<file path="src/rtl/pal_tgen_pkg.sv">
package pal_tgen_pkg;

  // Raster section currently being produced.
  typedef enum logic [1:0] {
    PH_LONG  = 2'd0,
    PH_SHORT = 2'd1,
    PH_PIC   = 2'd2
  } phase_e;

endpackage

</file>
<file path="src/rtl/pal_tgen_hcount.sv">
module pal_tgen_hcount #(
  parameter int LINE_CYC = 1536,
  localparam int HW      = $clog2(LINE_CYC)
) (
  input  logic          clk,
  input  logic          rst_n,
  output logic [HW-1:0] h_o,
  output logic          half_end_o,
  output logic          line_end_o
);

  localparam logic [HW-1:0] LAST_C  = HW'(LINE_CYC - 1);
  localparam logic [HW-1:0] HLAST_C = HW'(LINE_CYC / 2 - 1);

  logic [HW-1:0] h_q, h_d;
  logic          h_en;
  logic          line_end, half_end;

  always_comb begin
    line_end = (h_q == LAST_C);
    half_end = line_end || (h_q == HLAST_C);
    h_en     = 1'b1;
    h_d      = line_end ? '0 : h_q + 1'b1;
  end

  always_ff @(posedge clk or negedge rst_n) begin
    if (!rst_n)    h_q <= '0;
    else if (h_en) h_q <= h_d;
  end

  assign h_o        = h_q;
  assign half_end_o = half_end;
  assign line_end_o = line_end;

  assert_h_range_R3: assert property (@(posedge clk) disable iff (!rst_n)
    h_q <= LAST_C);

  assert_h_step_R3: assert property (@(posedge clk) disable iff (!rst_n)
    (h_q != '0) |-> (h_q == $past(h_q) + 1'b1));

endmodule

</file>
<file path="src/rtl/pal_tgen_vseq.sv">
module pal_tgen_vseq
  import pal_tgen_pkg::*;
#(
  parameter int LINE_CYC     = 1536,
  parameter int LONG_PULSES  = 5,
  parameter int SHORT_PULSES = 5,
  parameter int PIC_LINES    = 304,
  localparam int HW          = $clog2(LINE_CYC),
  localparam int MAXV        = (LONG_PULSES > SHORT_PULSES) ? LONG_PULSES : SHORT_PULSES,
  localparam int MAXC        = (PIC_LINES > MAXV) ? PIC_LINES : MAXV,
  localparam int CW          = $clog2(MAXC + 1)
) (
  input  logic          clk,
  input  logic          rst_n,
  input  logic [HW-1:0] h_i,
  input  logic          half_end_i,
  input  logic          line_end_i,
  output phase_e        phase_o,
  output logic [CW-1:0] cnt_o
);

  localparam logic [CW-1:0] LONG_LAST_C  = CW'(LONG_PULSES - 1);
  localparam logic [CW-1:0] SHORT_LAST_C = CW'(SHORT_PULSES - 1);
  localparam logic [CW-1:0] PIC_LAST_C   = CW'(PIC_LINES - 1);

  phase_e        phase_q, phase_d;
  logic [CW-1:0] cnt_q, cnt_d, last_c;
  logic          adv_en, is_last;

  always_comb begin
    unique case (phase_q)
      PH_LONG:  last_c = LONG_LAST_C;
      PH_SHORT: last_c = SHORT_LAST_C;
      default:  last_c = PIC_LAST_C;
    endcase
    // Vertical groups advance per half-line, picture per full line.
    adv_en  = (phase_q == PH_PIC) ? line_end_i : half_end_i;
    is_last = (cnt_q == last_c);
    cnt_d   = is_last ? '0 : cnt_q + 1'b1;
    phase_d = phase_q;
    if (is_last) begin
      unique case (phase_q)
        PH_LONG:  phase_d = PH_SHORT;
        PH_SHORT: phase_d = PH_PIC;
        default:  phase_d = PH_LONG;
      endcase
    end
  end

  always_ff @(posedge clk or negedge rst_n) begin
    if (!rst_n) begin
      phase_q <= PH_LONG;
      cnt_q   <= '0;
    end else if (adv_en) begin
      phase_q <= phase_d;
      cnt_q   <= cnt_d;
    end
  end

  assign phase_o = phase_q;
  assign cnt_o   = cnt_q;

  assert_pic_on_line_R7: assert property (@(posedge clk) disable iff (!rst_n)
    (phase_q == PH_PIC && $past(phase_q) != PH_PIC) |-> (h_i == '0));

  assert_cnt_bound_R8: assert property (@(posedge clk) disable iff (!rst_n)
    cnt_q <= last_c);

  assert_order_R10: assert property (@(posedge clk) disable iff (!rst_n)
    ($past(phase_q) == PH_PIC && phase_q != PH_PIC) |-> (phase_q == PH_LONG));

  assert_frame_top_R10: assert property (@(posedge clk) disable iff (!rst_n)
    ($past(phase_q) != PH_LONG && phase_q == PH_LONG) |-> (cnt_q == '0 && h_i == '0));

endmodule

</file>
<file path="src/rtl/pal_tgen_wave.sv">
module pal_tgen_wave
  import pal_tgen_pkg::*;
#(
  parameter int LINE_CYC      = 1536,
  parameter int HSYNC_CYC     = 96,
  parameter int PORCH_CYC     = 192,
  parameter int BAND_CYC      = 416,
  parameter int BANDS         = 3,
  parameter logic [BANDS-1:0] BAND_WHITE = 3'b101,
  parameter int LONG_HIGH_CYC = 113,
  parameter int SHORT_LOW_CYC = 56,
  parameter int CW            = 9,
  localparam int HW           = $clog2(LINE_CYC)
) (
  input  logic          clk,
  input  logic          rst_n,
  input  phase_e        phase_i,
  input  logic [CW-1:0] cnt_i,
  input  logic [HW-1:0] h_i,
  output logic          sync_o,
  output logic          video_o,
  output logic          line_start_o,
  output logic          frame_start_o
);

  localparam logic [31:0] HALF_C      = 32'(LINE_CYC / 2);
  localparam logic [31:0] LONG_LOW_C  = 32'(LINE_CYC / 2 - LONG_HIGH_CYC);
  localparam logic [31:0] SHORT_LOW_C = 32'(SHORT_LOW_CYC);
  localparam logic [31:0] HSYNC_C     = 32'(HSYNC_CYC);
  localparam int          IMG0        = HSYNC_CYC + PORCH_CYC;

  logic [31:0]      hx, pos_half;
  logic [BANDS-1:0] band_hit;
  logic             sync_d, video_d, ls_d, fs_d;
  logic             sync_q, video_q, ls_q, fs_q;
  logic             out_en;

  assign hx = 32'(h_i);

  // One window comparator per picture band.
  for (genvar b = 0; b < BANDS; b++) begin : g_band
    localparam logic [31:0] LO_C = 32'(IMG0 + b * BAND_CYC);
    localparam logic [31:0] HI_C = 32'(IMG0 + (b + 1) * BAND_CYC);
    assign band_hit[b] = (hx >= LO_C) && (hx < HI_C);
  end

  always_comb begin
    pos_half = (hx >= HALF_C) ? hx - HALF_C : hx;
    sync_d   = 1'b1;
    video_d  = 1'b0;
    unique case (phase_i)
      PH_LONG:  sync_d = !(pos_half < LONG_LOW_C);
      PH_SHORT: sync_d = !(pos_half < SHORT_LOW_C);
      default: begin
        sync_d  = !(hx < HSYNC_C);
        video_d = |(band_hit & BAND_WHITE);
      end
    endcase
    ls_d   = (phase_i == PH_PIC)  && (h_i == '0);
    fs_d   = (phase_i == PH_LONG) && (cnt_i == '0) && (h_i == '0);
    out_en = 1'b1;
  end

  always_ff @(posedge clk or negedge rst_n) begin
    if (!rst_n) begin
      sync_q  <= 1'b1;
      video_q <= 1'b0;
      ls_q    <= 1'b0;
      fs_q    <= 1'b0;
    end else if (out_en) begin
      sync_q  <= sync_d;
      video_q <= video_d;
      ls_q    <= ls_d;
      fs_q    <= fs_d;
    end
  end

  assign sync_o        = sync_q;
  assign video_o       = video_q;
  assign line_start_o  = ls_q;
  assign frame_start_o = fs_q;

  assert_black_in_sync_R9: assert property (@(posedge clk) disable iff (!rst_n)
    !sync_q |-> !video_q);

  assert_line_opens_sync_R2: assert property (@(posedge clk) disable iff (!rst_n)
    ls_q |-> !sync_q);

  assert_frame_opens_long_R1: assert property (@(posedge clk) disable iff (!rst_n)
    fs_q |-> (!sync_q && !ls_q));

  assert_vert_black_R9: assert property (@(posedge clk) disable iff (!rst_n)
    (phase_i != PH_PIC) |=> !video_q);

endmodule

</file>
<file path="src/rtl/pal_timing_gen.sv">
module pal_timing_gen
  import pal_tgen_pkg::*;
#(
  parameter int LINE_CYC      = 1536,
  parameter int HSYNC_CYC     = 96,
  parameter int PORCH_CYC     = 192,
  parameter int BAND_CYC      = 416,
  parameter int LONG_HIGH_CYC = 113,
  parameter int SHORT_LOW_CYC = 56,
  parameter int LONG_PULSES   = 5,
  parameter int SHORT_PULSES  = 5,
  parameter int PIC_LINES     = 304,
  localparam int HW           = $clog2(LINE_CYC),
  localparam int MAXV         = (LONG_PULSES > SHORT_PULSES) ? LONG_PULSES : SHORT_PULSES,
  localparam int MAXC         = (PIC_LINES > MAXV) ? PIC_LINES : MAXV,
  localparam int CW           = $clog2(MAXC + 1)
) (
  input  logic clk,
  input  logic rst_n,
  output logic sync_o,
  output logic video_o,
  output logic line_start_o,
  output logic frame_start_o
);

  logic [HW-1:0] h;
  logic          half_end, line_end;
  phase_e        phase;
  logic [CW-1:0] cnt;

  pal_tgen_hcount #(
    .LINE_CYC (LINE_CYC)
  ) i_hcount (
    .clk        (clk),
    .rst_n      (rst_n),
    .h_o        (h),
    .half_end_o (half_end),
    .line_end_o (line_end)
  );

  pal_tgen_vseq #(
    .LINE_CYC     (LINE_CYC),
    .LONG_PULSES  (LONG_PULSES),
    .SHORT_PULSES (SHORT_PULSES),
    .PIC_LINES    (PIC_LINES)
  ) i_vseq (
    .clk        (clk),
    .rst_n      (rst_n),
    .h_i        (h),
    .half_end_i (half_end),
    .line_end_i (line_end),
    .phase_o    (phase),
    .cnt_o      (cnt)
  );

  pal_tgen_wave #(
    .LINE_CYC      (LINE_CYC),
    .HSYNC_CYC     (HSYNC_CYC),
    .PORCH_CYC     (PORCH_CYC),
    .BAND_CYC      (BAND_CYC),
    .BANDS         (3),
    .BAND_WHITE    (3'b101),
    .LONG_HIGH_CYC (LONG_HIGH_CYC),
    .SHORT_LOW_CYC (SHORT_LOW_CYC),
    .CW            (CW)
  ) i_wave (
    .clk           (clk),
    .rst_n         (rst_n),
    .phase_i       (phase),
    .cnt_i         (cnt),
    .h_i           (h),
    .sync_o        (sync_o),
    .video_o       (video_o),
    .line_start_o  (line_start_o),
    .frame_start_o (frame_start_o)
  );

endmodule

</file>
<file path="config.mk">
export PLATFORM = sky130hd
export DESIGN_NAME = pal_timing_gen
export DESIGN_NICKNAME = d
export VERILOG_FILES = /design/src/rtl/pal_tgen_pkg.sv /design/src/rtl/pal_tgen_hcount.sv /design/src/rtl/pal_tgen_vseq.sv /design/src/rtl/pal_tgen_wave.sv /design/src/rtl/pal_timing_gen.sv
export SDC_FILE = /design/constraint.sdc
export NUM_CORES = 1
export LEC_CHECK = 0
export BUFFER_PORTS_ARGS = -buffer_cell sky130_fd_sc_hd__buf_2
export CORE_AREA = 2 2 76 78
export CTS_BUF_LIST = sky130_fd_sc_hd__clkbuf_8
export CTS_CLUSTER_DIAMETER = 120
export CTS_CLUSTER_SIZE = 20
export DETAILED_ROUTE_END_ITERATION = 8
export DIE_AREA = 0 0 78 80
export SYNTH_ARGS = -nofsm -noshare
export SYNTH_HDL_FRONTEND = slang
export SYNTH_SLANG_ARGS = --single-unit
export TNS_END_PERCENT = 10
</file>
<file path="constraint.sdc">
create_clock -name clk -period 2.1 [get_ports clk]
set_clock_uncertainty 0.05 [all_clocks]
set_input_delay 0.315 -clock clk [delete_from_list [all_inputs] [get_ports clk]]
set_output_delay 0.315 -clock clk [all_outputs]
set_load 0.05 [all_outputs]
</file>
# Yosys cells after proc, flatten, opt, wreduce, memory -nomap -nowiden
# Index checks and enable logic that the tools add are counted.
[word_totals] register_bits=26 output_inout_bits=4
[classes] add_sub_neg=3 n_lt_le_gt_ge=8 eq_ne=5 mux=8 n_reduce_logical=15
[ops] operator="$lt A32 B10 Y1 const B" count=1
[ops] operator="$lt A32 B6 Y1 const B" count=1
[ops] operator="$mux W32" count=1
[ops] operator="$mux W9" count=2
[ops] operator="$sub A11 B10 Y12 const B" count=1
[ops] operator="$add A11 B1 Y11 const B" count=1
[ops] operator="$eq A11 B10 Y1 const B" count=1
[ops] operator="$eq A11 B11 Y1 const B" count=1
[ops] operator="$ge A11 B10 Y1 const B" count=1
[ops] operator="$ge A11 B11 Y1 const B" count=1
[ops] operator="$ge A11 B9 Y1 const B" count=1
[ops] operator="$logic_not A11 Y1" count=1
[ops] operator="$lt A11 B10 Y1 const B" count=1
[ops] operator="$lt A11 B11 Y1 const B" count=1
[ops] operator="$lt A11 B7 Y1 const B" count=1
[ops] operator="$mux W11" count=1
[ops] operator="$add A9 B1 Y9 const B" count=1
[ops] operator="$eq A9 B9 Y1" count=1
[ops] operator="$logic_not A9 Y1" count=1
[ops] operator="$logic_and A1 B1 Y1" count=5
[ops] operator="$pmux W2 S2" count=1
[ops] operator="$reduce_or A2 Y1" count=2
[ops] operator="$logic_not A1 Y1" count=3
[ops] operator="$eq A2 B1 Y1 const B" count=1
[ops] operator="6 further kinds" count=7

# Logic depth before layout (Yosys ltp)
# Gate-level depths: netlist (run 1).
[depth] ltp_word=5 mapped_depth=7 ltp_nobuf=6

# Hierarchy
# A second synthesis (run 1) with hierarchy kept.
[hier_totals] cells_unflattened=155 area_unflattened_um2=1529.0
[modules_own_cells] module="pal_tgen_vseq" instances=1 cells_per_inst=65 area_per_inst_um2=610.6 seq_area_each_um2=275.3
[modules_own_cells] module="pal_tgen_hcount" instances=1 cells_per_inst=50 area_per_inst_um2=555.5 seq_area_each_um2=275.3
[modules_own_cells] module="pal_tgen_wave" instances=1 cells_per_inst=40 area_per_inst_um2=362.8 seq_area_each_um2=101.3

# Worst setup path before layout (run 1)
# No wires, ideal clock.
[synth_timing] path_kind="reg2reg" start="register i_hcount.h_q[0] (netlist: i_hcount.h_o[0])" end="register i_vseq.phase_q[0] (netlist: i_vseq.phase_o[0])" setup_time_ns=0.128 arrival_ns=1.828 t_required_ns=1.922 setup_slack_ns=0.094 stages_incl_launch_ff=7 path_buffers=1 period_less_slack_ns=2.006 cell_sequence="dfrtp_1 ha_1 nand3_2 or3_1 buf_6 nor4_4 mux2_1"
[synth_between] elab_chain_cells=4 word_cells_on_any_way=5 classes_between="eq/ne (2); mux (1); reduce/logical (2)"
[synth_lines] element="start, declared" line_no="pal_tgen_hcount.sv:15" text="logic [HW-1:0] h_q, h_d;"
[synth_lines] element="start signal, assigned" line_no="pal_tgen_hcount.sv:27" text="if (!rst_n) h_q <= '0;"
[synth_lines] element="start signal, assigned" line_no="pal_tgen_hcount.sv:28" text="else if (h_en) h_q <= h_d;"
[synth_lines] element="$eq A11 B11 Y1 / $eq A11 B10 Y1 (equally long branches)" line_no="pal_tgen_hcount.sv:20, pal_tgen_hcount.sv:21"
[synth_lines] element="$logic_or A1 B1 Y1" line_no="pal_tgen_hcount.sv:21" text="half_end = line_end || (h_q == HLAST_C);"
[synth_lines] element="$mux W1 *" line_no="pal_tgen_vseq.sv:37" text="adv_en = (phase_q == PH_PIC) ? line_end_i : half_end_i;"
[synth_lines] element="$reduce_and A2 Y1 (no source line) *"
[synth_lines] element="end signal, assigned" line_no="pal_tgen_vseq.sv:55" text="phase_q <= phase_d;"
[synth_lines] element="end, declared" line_no="pal_tgen_vseq.sv:26" text="phase_e phase_q, phase_d;"
# Every way passes the cells marked *; elsewhere a longest branch is shown, timed or not.
# A chain may end at the register's enable or synchronous reset.

# Final worst setup path (run 1)
# Same ends and word-level chain as after synthesis.

==> results of run 1 <==
==> final timing paths <==
check / start / endpoint
setup reg to reg: i_hcount.h_o[0] / i_vseq.phase_o[0]
hold reg to reg: i_hcount.h_o[0] / i_hcount.h_o[0]
min in group clk: i_hcount.h_o[0] / i_hcount.h_o[0]
setup / recovery: i_hcount.h_o[0] / i_vseq.phase_o[0]
hold / removal: rst_n / i_vseq.cnt_o[6]
max in group asynchronous: rst_n / i_wave.sync_o
==> layout make-up <==
| class | count | area, um^2 | area share |
|---|---|---|---|
| Clock buffer | 3 | 41.3 | 0.0229 |
| Clock inverter | 1 | 30.0 | 0.0166 |
| Inverter | 10 | 37.5 | 0.0208 |
| Multi-Input combinational cell | 125 | 833 | 0.461 |
| Sequential cell | 26 | 652 | 0.361 |
| Tap cell | 72 | 90.1 | 0.0499 |
| Timing Repair Buffer | 18 | 123 | 0.0679 |
==> worst register-to-register path: cells and delay by family, from the launching register on <==
family | cells | cell delay (ns)
AND/OR/NAND/NOR | 3 | 0.86
flip-flops | 1 | 0.40
adder cells (fa/ha/maj) | 1 | 0.22
multiplexers | 1 | 0.36
==> cell families after synthesis <==
family,synth area share
XOR/XNOR,0.0560
flip-flops,0.417
AND/OR/NAND/NOR,0.258
adder cells (fa/ha/maj),0.0640
AO/OA/AOI/OAI,0.134
multiplexers,0.0208
buffers and inverters,0.0504
==> where the power goes <==
group	internal, mW	leakage [nW]	switching [mW]
sequential	0.500	0.345	0
combinational	0.000665	0.385	0.00924
clock	0.255	0.0357	0.161
total	0.756	0.766	0.171
==> sequential cells by signal, summed over array words and instances, names as in the netlist <==
| register | flops |
|---|---|
| i_hcount.h_o | 11 |
| i_vseq.cnt_o | 9 |
| i_vseq.phase_o | 2 |
| i_wave.frame_start_o | 1 |
| i_wave.line_start_o | 1 |
| i_wave.sync_o | 1 |
| i_wave.video_o | 1 |
==> synthesized netlist by cell type, drive strengths merged, types with 4 or more instances <==
library cell  count  area, um^2
clkbuf            4        15.0
a31oi             4        25.0
nand2            11        41.3
buf               4        26.3
nor4              6        58.8
nor2b             4        25.0
xor2              5        43.8
nand3             8        45.0
ha                8         100
nor3              9        45.0
nand4             5        31.3
xnor2             5        43.8
o21ai            12        60.1
inv              10        37.5
nor2             17        63.8
dfrtp            25         626
==> metrics by stage <==
| stage | area [um^2] | power (mW) | hold slack [ns] | instances | util |
|---|---|---|---|---|---|
| 3_3_place_gp | 1740 | 0.521 | 0.293 | 251 | 0.321 |
| 3_5_place_dp | 1740 | 0.521 | 0.307 | 251 | 0.321 |
| 2_1_floorplan | 1560 | 0.510 | -0.0306 | 169 | - |
| 6_report | 1810 | 0.926 | -0.0211 | 255 | 0.334 |
| 4_1_cts | 1810 | 0.945 | 0.00319 | 255 | 0.334 |
| 5_1_grt | 1810 | 0.968 | 0.0152 | 255 | 0.334 |
==> routing by layer <==
metal,GRT usage,wire [um],share of wire
met1,0.149,1520,0.47
met3,0.0102,70,0.022
met4,0.0421,36,0.011
met5,0,0,0
met2,0.199,1580,0.49
==> run summary, run 1 <==
CP max stage cell -> or3_1
vias after detailed routing -> 1255
PortBufs -> 5
Die W -> 78 um
DIE AREA -> 6240 um^2
R2R cell count -> 5
Root Buffer -> clkbuf_8
WL per Instance -> 12.6 um
post-route setup TNS -> 0 ns
startpoint types -> flop
hold_ws -> -0.0211 ns
WP data arrival -> 2.09 ns
DRT Wirelength -> 3210 um
RSZ-0062 raised after global routing -> no
Post-Syn Nets -> 179
final-report setup violation count -> 0
Reg clk slew, reported paths -> 0.09 ns
core footprint -> 5410 um^2
cts repair resizes -> 0
Num CTS Buffers -> 3
clk buf depth -> 2
synth warn -> 0
first-iteration detailed-routing DRC count -> 75
DRT Pass-1 Iters -> 4
cells along the critical path -> ha_1, nand3_2, or3_1, nor4_4, mux2_1
Antenna Nets Post-Route -> 0
Pwr Density -> 513 nW/um^2
status -> finished, violations left
Post-route DRC -> 0
# IOs -> 6
GPL Wtd Cong -> 0.781
final setup margin -> 0.112 ns
register area share after synthesis -> 0.417
DP Wirelength -> 2350 um
final cycle utilization of the critical path -> 0.947
largest net degree at the start of global routing -> 27
worst slack, placed -> 0.136 ns
Post-synth EDFFs -> 0
Initial Util -> 0.289
crit-path max cell delay -> 0.44 ns
setup repair bufs after CTS -> 0
P&R area growth vs syn -> 15.5%
total congestion overflow -> 0
Post-Syn Area -> 1560 um^2
worst path buffer plus inverter count -> 0
failing checks -> negative hold slack
Hold Path Class -> in2async
post-synthesis cell count -> 169
Hold Fails Final Rpt -> 25
Syn Area/Cell -> 9.25 um^2
Setup crit end kind -> flop
fill count -> 566
Max Cap Viol -> 0
cell family with the largest share of critical-path delay -> simple AND/OR/NAND/NOR gates
Post-synth ARST share -> 1.00
hold_buf cts -> 0
Slew Viols, Final -> 0
Num Clock Sinks -> 26
CP Data Required Time -> 2.21 ns
worst reg-to-reg setup slack -> 0.11 ns
Min Clock Period, post-route -> 1.99 ns
Fmax -> 503 MHz
share of cells above drive strength 1 -> 0.158
CTS tree -> done
std cell rows -> 27
ant diodes -> 0
Worst slew margin -> 0.618
DIE HEIGHT -> 80 um
antenna violations before repair -> 0
most frequent cells in the layout -> dfrtp_1, nor2_1, buf_4
Crit path depth -> 5
vias in the first global route -> 1243
prevailing post-synth register cell -> dfrtp_1
Setup CP Type -> reg2reg
Clk Latency, worst-skew pair -> 0.27 ns
most common cell after layout, fill and taps aside -> dfrtp_1
Yosys cell types -> 45
GRT Total Usage -> 0.115
Post-layout nets -> 194
actual slew at the worst max-slew pin -> 0.573 ns
crit path max fanout -> 4
H-Tree Depth -> 1
leak pwr -> 0.766 nW
worst vdd rail ir drop -> 0.198 mV
Vias/cell -> 4.92
flops & latches, synth -> 26
first-pass GRT wire length -> 5750 um
Note: power is estimated with default switching activity, not from simulation.
==> inputs of run 2 (changes only) <==
--- a/config.mk
+++ b/config.mk
@@ -5,14 +5,16 @@
 export SDC_FILE = /design/constraint.sdc
 export NUM_CORES = 1
 export LEC_CHECK = 0
+export ABC_CLOCK_PERIOD_IN_PS = 2100
 export BUFFER_PORTS_ARGS = -buffer_cell sky130_fd_sc_hd__buf_2
-export CORE_AREA = 2 2 76 78
+export CORE_AREA = 2 2 75 77
 export CTS_BUF_LIST = sky130_fd_sc_hd__clkbuf_8
 export CTS_CLUSTER_DIAMETER = 120
 export CTS_CLUSTER_SIZE = 20
 export DETAILED_ROUTE_END_ITERATION = 8
-export DIE_AREA = 0 0 78 80
+export DIE_AREA = 0 0 77 79
 export SYNTH_ARGS = -nofsm -noshare
 export SYNTH_HDL_FRONTEND = slang
+export SYNTH_HIERARCHICAL = 1
 export SYNTH_SLANG_ARGS = --single-unit
 export TNS_END_PERCENT = 10
==> run summary, run 2 <==
DIE AREA -> 6080 um^2
hold_buf cts -> 0
Root Buffer -> clkbuf_8
CP max stage cell -> nor4_4
crit-path max cell delay -> 0.44 ns
first-pass GRT wire length -> 5410 um
reg2reg end -> i_vseq/cnt_o[4]
most frequent cells in the layout -> dfrtp_1, buf_4, nand2_1, nor2_1
DRT Wirelength -> 3130 um
met1 WL -> 1540 um
antenna violations before repair -> 0
DIE HEIGHT -> 79 um
total congestion overflow -> 0
worst path buffer plus inverter count -> 1
Placed Area -> 1730 um^2
Die W -> 77 um
prevailing post-synth register cell -> dfrtp_1
startpoint types -> flop
placed cell count -> 243
Num Clock Sinks -> 26
Worst slew margin -> 0.610
CTS tree -> done
vias in the first global route -> 1115
largest net degree at the start of global routing -> 27
Post-Syn Area -> 1530 um^2
Post-route DRC -> 0
final cycle utilization of the critical path -> 0.947
Num CTS Buffers -> 3
DRT Pass-1 Iters -> 4
Vias/cell -> 4.96
worst vdd rail ir drop -> 0.276 mV
share of cells above drive strength 1 -> 0.233
non-filler cells, final -> 252
core footprint -> 5340 um^2
Hold Path Class -> in2async
flops & latches, synth -> 26
met3 WL -> 112 um
GRT Total Usage -> 0.110
first-iteration detailed-routing DRC count -> 61
Pwr Density -> 498 nW/um^2
Syn Area/Cell -> 9.86 um^2
Reg-to-Reg Start -> i_hcount/h_o[1]
crit path max fanout -> 5
post-synthesis cell count -> 155
max FFs per register -> 11
largest cells by area after synthesis -> dfrtp_1, ha_1, mux2_2
Fmax -> 503 MHz
Initial Util -> 0.286
final-report setup violation count -> 0
share of the synthesized area in the top cell type -> 0.409
Antenna Nets Post-Route -> 0
actual slew at the worst max-slew pin -> 0.586 ns
Clk Latency, worst-skew pair -> 0.27 ns
largest area contributor in the netlist -> dfrtp_1
register area share after synthesis -> 0.426
Max Cap Viol -> 0
Setup CP Type -> reg2reg
P&R area growth vs syn -> 21.8%
hold_ws -> -0.0200 ns
WP data arrival -> 2.15 ns
Yosys cell types -> 44
R2R cell count -> 7
# IOs -> 6
synth warn -> 6
WL per Instance -> 12.4 um
count leader, synth -> dfrtp_1
Post-synth ARST share -> 1.00
vias after detailed routing -> 1250
cell family with the largest share of critical-path delay -> simple AND/OR/NAND/NOR gates
status -> finished, violations left
Post-layout nets -> 188
most instantiated cells after synthesis -> dfrtp_1, nand2_1, nor2_1
Hold Fails Final Rpt -> 21
cells along the critical path -> ha_1, nand2_1, buf_4, nor4_4, mux2i_4, or3_1, o21ai_1
DP Wirelength -> 2250 um
H-Tree Depth -> 1
Max Used Layer -> met4
fill count -> 565
GPL Wtd Cong -> 0.802
Slew Viols, Final -> 0
leak pwr -> 0.807 nW
CP Data Required Time -> 2.26 ns
Min Clock Period, post-route -> 1.99 ns
met2 WL -> 1440 um
Reg clk slew, reported paths -> 0.10 ns
ant diodes -> 0
failing checks -> negative hold slack
worst reg-to-reg setup slack -> 0.11 ns
Post-synth EDFFs -> 0
Post-Syn Nets -> 162
Setup crit end kind -> flop
PortBufs -> 5
fin area -> 1860 um^2
post-route setup TNS -> 0 ns
clk buf depth -> 2
std cell rows -> 27
most common cell after layout, fill and taps aside -> dfrtp_1
-- run 2: cells by family (layout without fill, tap and decap cells) --
family / after synthesis / count (layout) / share of synthesized area
compound gates: 31 / 31 / 0.133
mux: 6 / 7 / 0.0458
simple gates: 75 / 75 / 0.295
flops: 26 / 26 / 0.426
buf+inv: 3 / 27 / 0.00736
fa+ha+maj: 5 / 5 / 0.0409
xor+xnor: 9 / 9 / 0.0516
-- run 2: repair_timing --
action / CTS / global route
buffers inserted: 0 / 4
endpoints found under the setup margin: 0 / 8
resized for setup: 0 / 4
-- run 2: layout make-up --
cell class,instances,area (um^2),share of cell area
Clock buffer,3,41.3,0.0222
Clock inverter,1,30.0,0.0161
Inverter,2,7.51,0.00403
Multi-Input combinational cell,127,896,0.481
Sequential cell,26,652,0.350
Tap cell,72,90.1,0.0484
Timing Repair Buffer,21,145,0.0780
-- run 2: stage by stage --
step,worst slack (ns),util,power [mW]
final,0.110,0.349,0.928
after global routing,-0.0375,0.349,0.956
after CTS,0.0159,0.338,0.937
after detailed placement,0.0512,0.324,0.522
after global placement,0.134,0.324,0.521
after floorplan,0.0604,-,0.510
-- run 2: worst max-delay path by stage --
stage / from / to / slack (ns) / depth (start not counted)
floorplan: i_hcount/h_o[0] / i_vseq/cnt_o[4] / 0.06 / 7
global placement: i_hcount/h_o[1] / i_vseq/cnt_o[4] / 0.13 / 7
detailed placement: i_hcount/h_o[1] / i_vseq/cnt_o[4] / 0.05 / 7
CTS: i_hcount/h_o[1] / i_vseq/cnt_o[4] / 0.02 / 7
global route: i_hcount/h_o[1] / i_vseq/cnt_o[4] / -0.04 / 7
finish: i_hcount/h_o[1] / i_vseq/cnt_o[4] / 0.11 / 7
-- run 2: power breakdown --
group	switching [mW]	total [mW]	internal (mW)
logic	0.00948	0.0101	0.000666
clock network	0.162	0.417	0.255
registers	0	0.500	0.500
total	0.172	0.928	0.756
-- run 2: worst reg2reg max path, stage by stage, from the launching register on --
cell and delay, ns:
dfrtp_1 0.37, ha_1 0.16, nand2_1 0.08, buf_4 0.17
nor4_4 0.44, mux2i_4 0.15, or3_1 0.37, o21ai_1 0.13
-- run 2: per-layer routing --
metal | track usage | vias to the layer above
met3 | 0.0170 | 4
met2 | 0.172 | 21
li1 | - | 635
met1 | 0.157 | 590
met5 | 0 | -
met4 | 0.0375 | 0
